[src/rtl/nor_seq_pkg.sv]
package nor_seq_pkg;
  typedef enum logic [2:0] {
    ST_IDLE, ST_WEN, ST_PP, ST_DATA, ST_POLL, ST_CLR, ST_GAP
  } seq_state_t;

  localparam logic [7:0] OP_WREN = 8'h06;
  localparam logic [7:0] OP_PROG = 8'h02;
  localparam logic [7:0] OP_FSR  = 8'h70;
  localparam logic [7:0] OP_CLRF = 8'h50;
  localparam int         FSR_READY = 7;
  localparam logic [7:0] FSR_ERR_MASK = 8'h3A;
  localparam int         ADDR_BYTES = 3;
endpackage

[src/rtl/nor_spi_byte.sv]
module nor_spi_byte #(
  parameter int HALF_DIV = 2
) (
  input  logic       clk,
  input  logic       rst,
  input  logic       go,
  input  logic [7:0] tx,
  input  logic       miso,
  output logic       sclk,
  output logic       mosi,
  output logic       active,
  output logic       fin,
  output logic [7:0] rx
);
  localparam int DW = (HALF_DIV > 1) ? $clog2(HALF_DIV) : 1;

  logic [DW-1:0] div;
  logic [2:0]    bitn;
  logic [7:0]    txs;
  logic          tick;

  assign tick = active && (div == DW'(HALF_DIV - 1));

  always_ff @(posedge clk) begin
    if (rst) begin
      div    <= '0;
      bitn   <= '0;
      txs    <= '0;
      sclk   <= 1'b0;
      mosi   <= 1'b0;
      active <= 1'b0;
      fin    <= 1'b0;
      rx     <= '0;
    end else begin
      fin <= 1'b0;
      if (go && !active) begin
        active <= 1'b1;
        txs    <= tx;
        mosi   <= tx[7];
        div    <= '0;
        bitn   <= '0;
        sclk   <= 1'b0;
      end else if (active) begin
        div <= tick ? '0 : div + 1'b1;
        if (tick) begin
          if (!sclk) begin
            sclk <= 1'b1;
            rx   <= {rx[6:0], miso};
          end else begin
            sclk <= 1'b0;
            if (bitn == 3'd7) begin
              active <= 1'b0;
              fin    <= 1'b1;
            end else begin
              bitn <= bitn + 1'b1;
              txs  <= {txs[6:0], 1'b0};
              mosi <= txs[6];
            end
          end
        end
      end
    end
  end
endmodule

[src/rtl/nor_chunk_len.sv]
module nor_chunk_len #(
  parameter int ADDR_W = 24,
  parameter int LEN_W  = 24,
  parameter int PAGE_W = 8
) (
  input  logic [ADDR_W-1:0] ofs,
  input  logic [LEN_W-1:0]  left,
  output logic [LEN_W-1:0]  chunk
);
  logic [PAGE_W:0]  room;
  logic [LEN_W-1:0] room_ext;

  always_comb begin
    room     = (PAGE_W+1)'(1 << PAGE_W) - {1'b0, ofs[PAGE_W-1:0]};
    room_ext = LEN_W'(room);
    chunk    = (left < room_ext) ? left : room_ext;
  end
endmodule

[src/rtl/nor_page_prog.sv]
module nor_page_prog #(
  parameter int LEN_W      = 24,
  parameter int PAGE_BYTES = 256,
  parameter int HALF_DIV   = 2,
  parameter int GAP_CYC    = 2
) (
  input  logic             clk,
  input  logic             rst,
  input  logic             start,
  input  logic [23:0]      start_offset,
  input  logic [LEN_W-1:0] byte_count,
  input  logic [7:0]       in_data,
  input  logic             in_valid,
  output logic             in_ready,
  output logic             busy,
  output logic             done,
  output logic             prog_error,
  output logic             spi_sclk,
  output logic             spi_cs_n,
  output logic             spi_mosi,
  input  logic             spi_miso
);
  import nor_seq_pkg::*;

  localparam int ADDR_W = 8 * ADDR_BYTES;
  localparam int PAGE_W = $clog2(PAGE_BYTES);
  localparam int GW     = $clog2(GAP_CYC + 1);

  seq_state_t        st, ret_st;
  logic [ADDR_W-1:0] ofs;
  logic [LEN_W-1:0]  left, data_left, chunk;
  logic [1:0]        idx;
  logic              kicked;
  logic [GW-1:0]     gap_cnt;
  logic [7:0]        tx_byte, rx_byte;
  logic              go, sh_active, sh_fin, cmd_st;

  nor_chunk_len #(.ADDR_W(ADDR_W), .LEN_W(LEN_W), .PAGE_W(PAGE_W)) u_len (
    .ofs(ofs), .left(left), .chunk(chunk)
  );

  nor_spi_byte #(.HALF_DIV(HALF_DIV)) u_sh (
    .clk(clk), .rst(rst), .go(go), .tx(tx_byte), .miso(spi_miso),
    .sclk(spi_sclk), .mosi(spi_mosi), .active(sh_active), .fin(sh_fin),
    .rx(rx_byte)
  );

  always_comb begin
    case (st)
      ST_WEN:  tx_byte = OP_WREN;
      ST_PP:   tx_byte = (idx == 2'd0) ? OP_PROG
                         : ofs[8*(ADDR_BYTES - int'(idx)) +: 8];
      ST_DATA: tx_byte = in_data;
      ST_POLL: tx_byte = (idx == 2'd0) ? OP_FSR : 8'h00;
      ST_CLR:  tx_byte = OP_CLRF;
      default: tx_byte = 8'h00;
    endcase
    cmd_st   = (st == ST_WEN) || (st == ST_PP) || (st == ST_DATA) ||
               (st == ST_POLL) || (st == ST_CLR);
    in_ready = (st == ST_DATA) && !sh_active && !kicked;
    go       = cmd_st && !sh_active && !kicked && ((st != ST_DATA) || in_valid);
  end

  always_ff @(posedge clk) begin
    if (rst) begin
      st         <= ST_IDLE;
      ret_st     <= ST_IDLE;
      ofs        <= '0;
      left       <= '0;
      data_left  <= '0;
      idx        <= '0;
      kicked     <= 1'b0;
      gap_cnt    <= '0;
      busy       <= 1'b0;
      done       <= 1'b0;
      prog_error <= 1'b0;
      spi_cs_n   <= 1'b1;
    end else begin
      done <= 1'b0;
      if (go) kicked <= 1'b1;
      if (sh_fin) kicked <= 1'b0;
      case (st)
        ST_IDLE: if (start) begin
          prog_error <= 1'b0;
          if (byte_count == '0) begin
            done <= 1'b1;
          end else begin
            busy     <= 1'b1;
            ofs      <= start_offset;
            left     <= byte_count;
            st       <= ST_WEN;
            spi_cs_n <= 1'b0;
          end
        end
        ST_GAP: begin
          if (gap_cnt == GW'(GAP_CYC - 1)) begin
            st <= ret_st;
            if (ret_st == ST_IDLE) begin
              done <= 1'b1;
              busy <= 1'b0;
            end else begin
              spi_cs_n <= 1'b0;
            end
          end else begin
            gap_cnt <= gap_cnt + 1'b1;
          end
        end
        default: if (sh_fin) begin
          case (st)
            ST_WEN: begin
              st <= ST_GAP; ret_st <= ST_PP;
            end
            ST_PP: begin
              if (idx == 2'(ADDR_BYTES)) begin
                st        <= ST_DATA;
                idx       <= '0;
                data_left <= chunk;
              end else begin
                idx <= idx + 1'b1;
              end
            end
            ST_DATA: begin
              data_left <= data_left - 1'b1;
              if (data_left == LEN_W'(1)) begin
                st <= ST_GAP; ret_st <= ST_POLL;
              end
            end
            ST_POLL: begin
              if (idx == 2'd0) begin
                idx <= 2'd1;
              end else begin
                st <= ST_GAP;
                if (!rx_byte[FSR_READY]) begin
                  ret_st <= ST_POLL;
                end else if ((rx_byte & FSR_ERR_MASK) != 8'h00) begin
                  ret_st <= ST_CLR;
                end else if (left == chunk) begin
                  ret_st <= ST_IDLE;
                end else begin
                  ret_st <= ST_WEN;
                  ofs    <= ofs + ADDR_W'(chunk);
                  left   <= left - chunk;
                end
              end
            end
            ST_CLR: begin
              st <= ST_GAP; ret_st <= ST_IDLE; prog_error <= 1'b1;
            end
            default: st <= ST_IDLE;
          endcase
          if (st != ST_PP && st != ST_DATA && !(st == ST_POLL && idx == 2'd0)) begin
            spi_cs_n <= 1'b1;
            gap_cnt  <= '0;
            idx      <= '0;
          end else if (st == ST_DATA && data_left == LEN_W'(1)) begin
            spi_cs_n <= 1'b1;
            gap_cnt  <= '0;
          end
        end
      endcase
    end
  end
endmodule

[config.mk]
export PLATFORM = sky130hd
export DESIGN_NAME = nor_page_prog
export DESIGN_NICKNAME = d
export VERILOG_FILES = /design/src/rtl/nor_seq_pkg.sv /design/src/rtl/nor_spi_byte.sv /design/src/rtl/nor_chunk_len.sv /design/src/rtl/nor_page_prog.sv
export SDC_FILE = /design/constraint.sdc
export NUM_CORES = 1
export LEC_CHECK = 0
export BUFFER_PORTS_ARGS = -buffer_cell sky130_fd_sc_hd__buf_4
export CORE_MARGIN = 10
export CORE_UTILIZATION = 60
export DETAILED_ROUTE_END_ITERATION = 16
export HOLD_SLACK_MARGIN = 0.1
export PLACE_DENSITY_LB_ADDON = 0.08
export SETUP_SLACK_MARGIN = 0.5
export SYNTH_ARGS = -nofsm -noshare
export SYNTH_HDL_FRONTEND = slang
export SYNTH_SLANG_ARGS = --single-unit
[constraint.sdc]
create_clock -name clk -period 5.4 [get_ports clk]
set_clock_uncertainty 0.05 [all_clocks]
set_input_delay 0.54 -clock clk [delete_from_list [all_inputs] [get_ports clk]]
set_output_delay 0.54 -clock clk [all_outputs]
set_load 0.01 [all_outputs]
Yosys cells after proc, flatten, opt, wreduce, memory -nomap -nowiden
Cells that the tools add are included.

Add/subtract/negate cells: 9. Order comparisons: 1. Eq/ne operators: 30. Shift operators: 1. Multiplexer cells: 88. Bitwise gates (word level): 8. Reduce and logical (&&, ||, !) cells: 57.

Operators with widths (number): 24-bit two-way mux (18); 24-bit case mux with 2 select lines (3); 7-bit two-way mux (6); 8-bit case mux with 5 select lines (1); 3-bit two-way mux (11); 1-bit two-way mux (32); 4-bit AND reduction (7); 24-bit adder (1); 24-bit by 1-bit equality test with 1-bit output, second input constant (1); 24-bit equality test (1); 24-bit zero test (1); 24-bit by 9-bit < comparator with 1-bit output (1); 3-bit case mux with 4 select lines (2); 24-bit by 6-bit variable part select with 8-bit output (1); 24-bit by 1-bit subtractor with 24-bit output, second input constant (1); 24-bit subtractor (1); 2-bit nonzero test (10); 2-bit two-way mux (7); 2-bit != test, second input constant (7); 3-bit equality test, second input constant (4); 2-bit by 1-bit != test with 1-bit output, second input constant (6); 1-bit logical AND (11); 5-bit AND reduction (2); 3-bit by 2-bit != test with 1-bit output, second input constant (3); other kinds (29) (56).

Flip-flop bits (word level): 110. Input bits: 61. Output and inout port bits: 7. Word-level logic and storage cells: 214.

Longest topological paths before layout
Depth after elaboration: 11. Gate-level depth with buffers: 24. Gate-level depth less buffers: 23.

Hierarchy
From an unflattened synthesis, not the netlist that was laid out.

Cells, all modules: 1145. Area total of the unflattened synthesis: 8588.2 um^2.

Modules (own cells, without submodules): nor_page_prog (times used 1, cells an instance 975, area an instance 7066.8 um^2, sequential area each 1741.7 um^2); nor_spi_byte (times used 1, cells an instance 96, area an instance 933.4 um^2, sequential area each 460.4 um^2); nor_chunk_len (times used 1, cells an instance 74, area an instance 588.1 um^2, sequential area each 0.0 um^2).

Worst setup path before layout
No wires, ideal clock.

Path kind: reg2reg. From: register ofs[4]. To: register ofs[17]. Data arrival time: 4.557 ns. Data required time: 5.259 ns. Path slack: 0.702 ns. Stages on the path, launching flop included: 20. Period minus slack after synthesis: 4.698 ns. Path through: dfxtp_1 > or4_1 > nor4_1 > xnor2_1 > inv_1 > ha_1 > nor2b_1 > o21ai_0 > o211ai_4 > mux2i_1 > inv_1 > ha_1 > a211oi_1 > o21bai_1 > a211oi_1 > o21ai_0 > a21oi_1 > xnor2_1 > nand2_1 > a311oi_1.

Longest elaborated chain between the ends: 11. Elaborated cells on any way between the ends: 14. Classes of those cells: 2 x add/sub; 1 x order compare; 2 x eq/ne; 8 x mux; 1 x reduce/logical.

Ends and longest elaborated chain: start, declared (line nor_page_prog.sv:30) `logic [ADDR_W-1:0] ofs;`; start signal, assigned (line nor_page_prog.sv:89) `ofs <= start_offset;`; start signal, assigned (line nor_page_prog.sv:141) `ofs <= ofs + ADDR_W'(chunk);`; 9-bit by 8-bit subtractor with 9-bit output (line nor_chunk_len.sv:14) `room = (PAGE_W+1)'(1 << PAGE_W) - {1'b0, ofs[PAGE_W-1:0]};`; 24-bit by 9-bit < comparator with 1-bit output (line nor_chunk_len.sv:16) `chunk = (left < room_ext) ? left : room_ext;`; 24-bit two-way mux (line nor_chunk_len.sv:16); 24-bit adder (line nor_page_prog.sv:141); 24-bit two-way mux (line nor_page_prog.sv:137) `end else if (left == chunk) begin`; 24-bit two-way mux (line nor_page_prog.sv:135) `end else if ((rx_byte & FSR_ERR_MASK) != 8'h00) begin`; 24-bit two-way mux (line nor_page_prog.sv:133) `if (!rx_byte[FSR_READY]) begin`; 24-bit two-way mux (line nor_page_prog.sv:129) `if (idx == 2'd0) begin`; 24-bit two-way mux (line nor_page_prog.sv:109) `case (st)`; 24-bit two-way mux (line nor_page_prog.sv:108) `default: if (sh_fin) begin`; 24-bit case mux with 2 select lines (line nor_page_prog.sv:82) `case (st)`.

Parallel ways exist; a longest one is shown, timed or not. The select of a mux whose other input is x is not followed. A chain may end at the register's enable or synchronous reset.

Worst setup path in the final report
From: register ofs[3]. To: register left[14].

Longest elaborated chain between the ends: 11. Elaborated cells on any way between the ends: 14. Classes of those cells: 2 x add/sub; 1 x order compare; 2 x eq/ne; 8 x mux; 1 x reduce/logical.

Ends and longest elaborated chain: 9-bit by 8-bit subtractor with 9-bit output * (line nor_chunk_len.sv:14); 24-bit by 9-bit < comparator with 1-bit output (line nor_chunk_len.sv:16); 24-bit two-way mux * (line nor_chunk_len.sv:16); 24-bit subtractor (line nor_page_prog.sv:142) `left <= left - chunk;`; 24-bit two-way mux (line nor_page_prog.sv:137); 24-bit two-way mux (line nor_page_prog.sv:135); 24-bit two-way mux (line nor_page_prog.sv:133); 24-bit two-way mux (line nor_page_prog.sv:129); 24-bit two-way mux (line nor_page_prog.sv:109); 24-bit two-way mux (line nor_page_prog.sv:108); 24-bit case mux with 2 select lines (line nor_page_prog.sv:82); end signal, assigned (line nor_page_prog.sv:90) `left <= byte_count;`; end signal, assigned (line nor_page_prog.sv:142); end, declared (line nor_page_prog.sv:31) `logic [LEN_W-1:0] left, data_left, chunk;`.

Every way passes the cells marked *; elsewhere a longest branch is shown, timed or not. The select of a mux whose other input is x is not followed.

==> metrics.yaml <==
grt:
  globalRouteTotalUtil: 0.253
  grtUsageMet3: 0.0464
  grt_pass1_vias: 7623
  grt_max_degree: 75
  antenna_found_initial: 0
  grt_pass1_wl_mm: 38.0
  grt_util_met2: 0.403
  grt-busiest-layer: "met2"
  grt_use_met1: 0.329
  grt_overflow: 0
finish:
  finalInstanceArea_um2: 9480
  final_core_util: 0.745
  drive_gt1_frac: 0.188
  syn_to_final_growth_pct: 20.6
  final_nets: 1247
  n_antenna_cell: 0
floorplan:
  ios: 68
  die_y_um: 134
  fp.coreArea_um2: 12700
  die-area_um2: 18100
  die_w_um: 134
  start_util: 0.618
  fp-row-count: 41
worst_setup_path:
  crit_fanout: 6
  path_delay_family: "simple AND/OR/NAND/NOR gates"
  critPathRequiredTime_ps: 5610
  reg2reg_from: "ofs[3]$_SDFFE_PP0P_"
  critPathKind: "flop to flop"
  rrSetupSlack_ps: 330
  path_cells: "or4_4 -> nor2_4 -> xnor2_2 -> inv_1 -> ha_4 -> a21oi_1 -> nor2b_4 -> o21ai_4 -> o211ai_4 -> buf_6 -> mux2i_4 -> buf_4 -> ha_1 -> and3_1 -> a41o_1 -> a21oi_4 -> nor2_1 -> or4_1 -> a32o_1"
  reg2reg_depth: 19
  crit_path_top_delay_cell: "or4_4"
  crit_cells: 19
  worst_setup_path_end_kind: "flop"
  regToRegEndpoint: "left[14]$_SDFFE_PP0P_"
  arrival_ps: 5280
  crit_buf_inv: 3
  critPathLaunchType: "flop"
  cpPeakStageDelay_ps: 610
run_status:
  outcome: "finished clean"
synth:
  syn_area_um2: 7860
  ys_dominant_reg_cell: "dfxtp_1"
  ys_types: 80
  synth_top_family_by_area: "compound AO/OA/AOI/OAI gates"
  ys_ff_latch: 110
  synth_simple_gate_area_share: 0.262
  synthCells: 1057
  synth_compound_area_frac: 0.266
  synth_mux_area_frac: 0.0331
  synth-edff-count: 0
  ys_warn_count: 0
  syn_avg_cell_area_um2: 7.44
  synthAdderAreaFrac: 0.0847
  synthArstFlopShare: 0
  seq_area_frac_synth: 0.280
  synthXorXnorAreaFrac: 0.0267
timing:
  min_period_over_period: 0.938
  clock.fmax_ghz: 0.197
  slew-limit-headroom: 0.293
  tightest_slew_ps: 1060
  fin_crit_ps: 5070
  setup_slack_ps: 334
  tns_ps: 0
  hold_viol_final: 0
  maxSlewViolCount: 0
  rsz0062_at_grt: "true"
  setup_viol: 0
placed_design:
  pre_cts_slack_ps: 230
  dpl.hpwl_mm: 16.8
  routabilityCongestion: 0.939
  placed_cell_area_um2: 8560
  io_buffers: 67
clocking:
  clk_latency_ps: 370
  clkTransAtPathRegs_ps: 80
  cts_root_buf: "clkbuf_16"
  cts_tree: "done"
  cts.path.max_buffers: 2
  clock-sinks: 110
  h-tree-depth: 3
  cts-buffers-inserted: 9
job:
  cap_viol_max_count: 0
pwr:
  p_per_area_nw_per_um2: 640
  p_leak_uw: 0.00376
  max-vdd-ir-drop_mv: 0.303
  finalPower_uw: 6070
detailed_routing:
  drtAntennaViolNets: 0
  drc: 0
  routed_wl_mm: 25.0
  viasPerCell: 6.42
  routedWlPerCell_um: 19.1
  vias: 8422
  first_iter_violations: 843
  drt-pass1-iter-count: 5
hold_path:
  min-delay-start: "spi_miso"
  hold_depth: 3
  hold-path-endpoint: "u_sh.rx[0]$_SDFFE_PP0P_"
  hp-class: "primary input to flop"
power by group:
| part | internal, uW | switching, uW | total [uW] |
|---|---|---|---|
| logic | 1780 | 2360 | 4140 |
| registers | 991 | 218 | 1210 |
| clock network | 371 | 350 | 721 |
logic make-up (layout without fill, tap and decap cells):
kind of cell	count (synthesis)	in the layout
flip-flops	110	110
buffers and inverters	93	161
AND/OR/NAND/NOR	433	433
other	1	14
XOR/XNOR	24	24
AO/OA/AOI/OAI	319	320
multiplexers	25	25
adder cells (fa/ha/maj)	52	52
Yosys cell counts, types with 15 or more instances:
cell / instances / area (um2)
nand2_1: 133 / 499
nor2_1: 126 / 473
dfxtp_1: 110 / 2200
o21ai_0: 86 / 430
a21oi_1: 82 / 410
ha_1: 50 / 626
clkbuf_1: 42 / 158
inv_1: 39 / 146
nor3_1: 38 / 190
nand3_1: 27 / 135
a211oi_1: 25 / 188
a311oi_1: 20 / 175
mux2i_1: 20 / 200
nor4_1: 17 / 106
xnor2_1: 17 / 149
a21o_1: 16 / 120
a31oi_1: 15 / 93.8
cell type report:
type | instances | area [um2]
Clock buffer | 9 | 225
Clock inverter | 7 | 88.8
Fill cell | 1026 | 3240
Inverter | 41 | 154
Multi-Input combinational cell | 868 | 5780
Sequential cell | 110 | 2210
Tap cell | 172 | 215
Timing Repair Buffer | 104 | 800
registers in the layout, summed over array words and instances (netlist names), 2 cells and up:
| name | flops |
|---|---|
| data_left | 24 |
| left | 24 |
| ofs | 24 |
| u_sh.rx | 8 |
| u_sh.txs | 7 |
| ret_st | 3 |
| st | 3 |
| u_sh.bitn | 3 |
| gap_cnt | 2 |
| idx | 2 |
what timing repair did:
action	4_1_cts	5_1_grt
endpoints found under the setup margin	19	47
gates cloned	1	0
gates resized for setup	24	76
pin swaps	7	30
buffers inserted	7	10
endpoints found under the hold margin	0	0
hold buffers	0	0
layout by cell type, fill, tap and decap left out, types with 6 or more instances in the layout:
cell type / count
inv_1: 35
a211oi_1: 22
clkbuf_16: 9
xor2_1: 6
nor2b_1: 7
and3_1: 7
ha_4: 7
or3_1: 10
or2_2: 6
nor4_1: 15
a311oi_1: 20
buf_4: 100
a21oi_1: 82
nor3_1: 36
conb_1: 14
nand4_1: 9
a31oi_1: 13
nor2_1: 123
a22oi_1: 10
dfxtp_1: 106
and2_1: 7
a21o_1: 16
mux2i_1: 17
nand2_1: 131
o21ai_0: 76
xnor2_1: 13
nand3_1: 24
ha_1: 41
per-layer routing:
layer / share of wire / wire [um]
met1: 0.43 / 10800
met4: 0.033 / 837
met5: 0 / 0
met3: 0.076 / 1890
met2: 0.46 / 11500
per-stage QoR:
stage               std cells  hold slack (ps)
global placement         1277              390
floorplan                1070              382
finish                   1311              372
global route             1311              367
detailed placement       1277              393
CTS                      1301              362
how the worst max path moves through the flow:
stage / from / endpoint / slack (ps)
6_report: ofs[3]$_SDFFE_PP0P_ / left[14]$_SDFFE_PP0P_ / 330
5_1_grt: ofs[0]$_SDFFE_PP0P_ / left[14]$_SDFFE_PP0P_ / 180
4_1_cts: ofs[0]$_SDFFE_PP0P_ / ofs[23]$_SDFFE_PP0P_ / 500
3_5_place_dp: ofs[1]$_SDFFE_PP0P_ / ofs[20]$_SDFFE_PP0P_ / 230
3_3_place_gp: ofs[4]$_SDFFE_PP0P_ / left[22]$_SDFFE_PP0P_ / 410
2_1_floorplan: ofs[4]$_SDFFE_PP0P_ / ofs[17]$_SDFFE_PP0P_ / 700
tightest hold or removal path, delay by kind of cell:
kind / cells / cell delay [ps]
buf+inv: 1 / 110
simple gates: 1 / 50
compound gates: 1 / 50
Note: power is estimated with default switching activity, not from simulation.
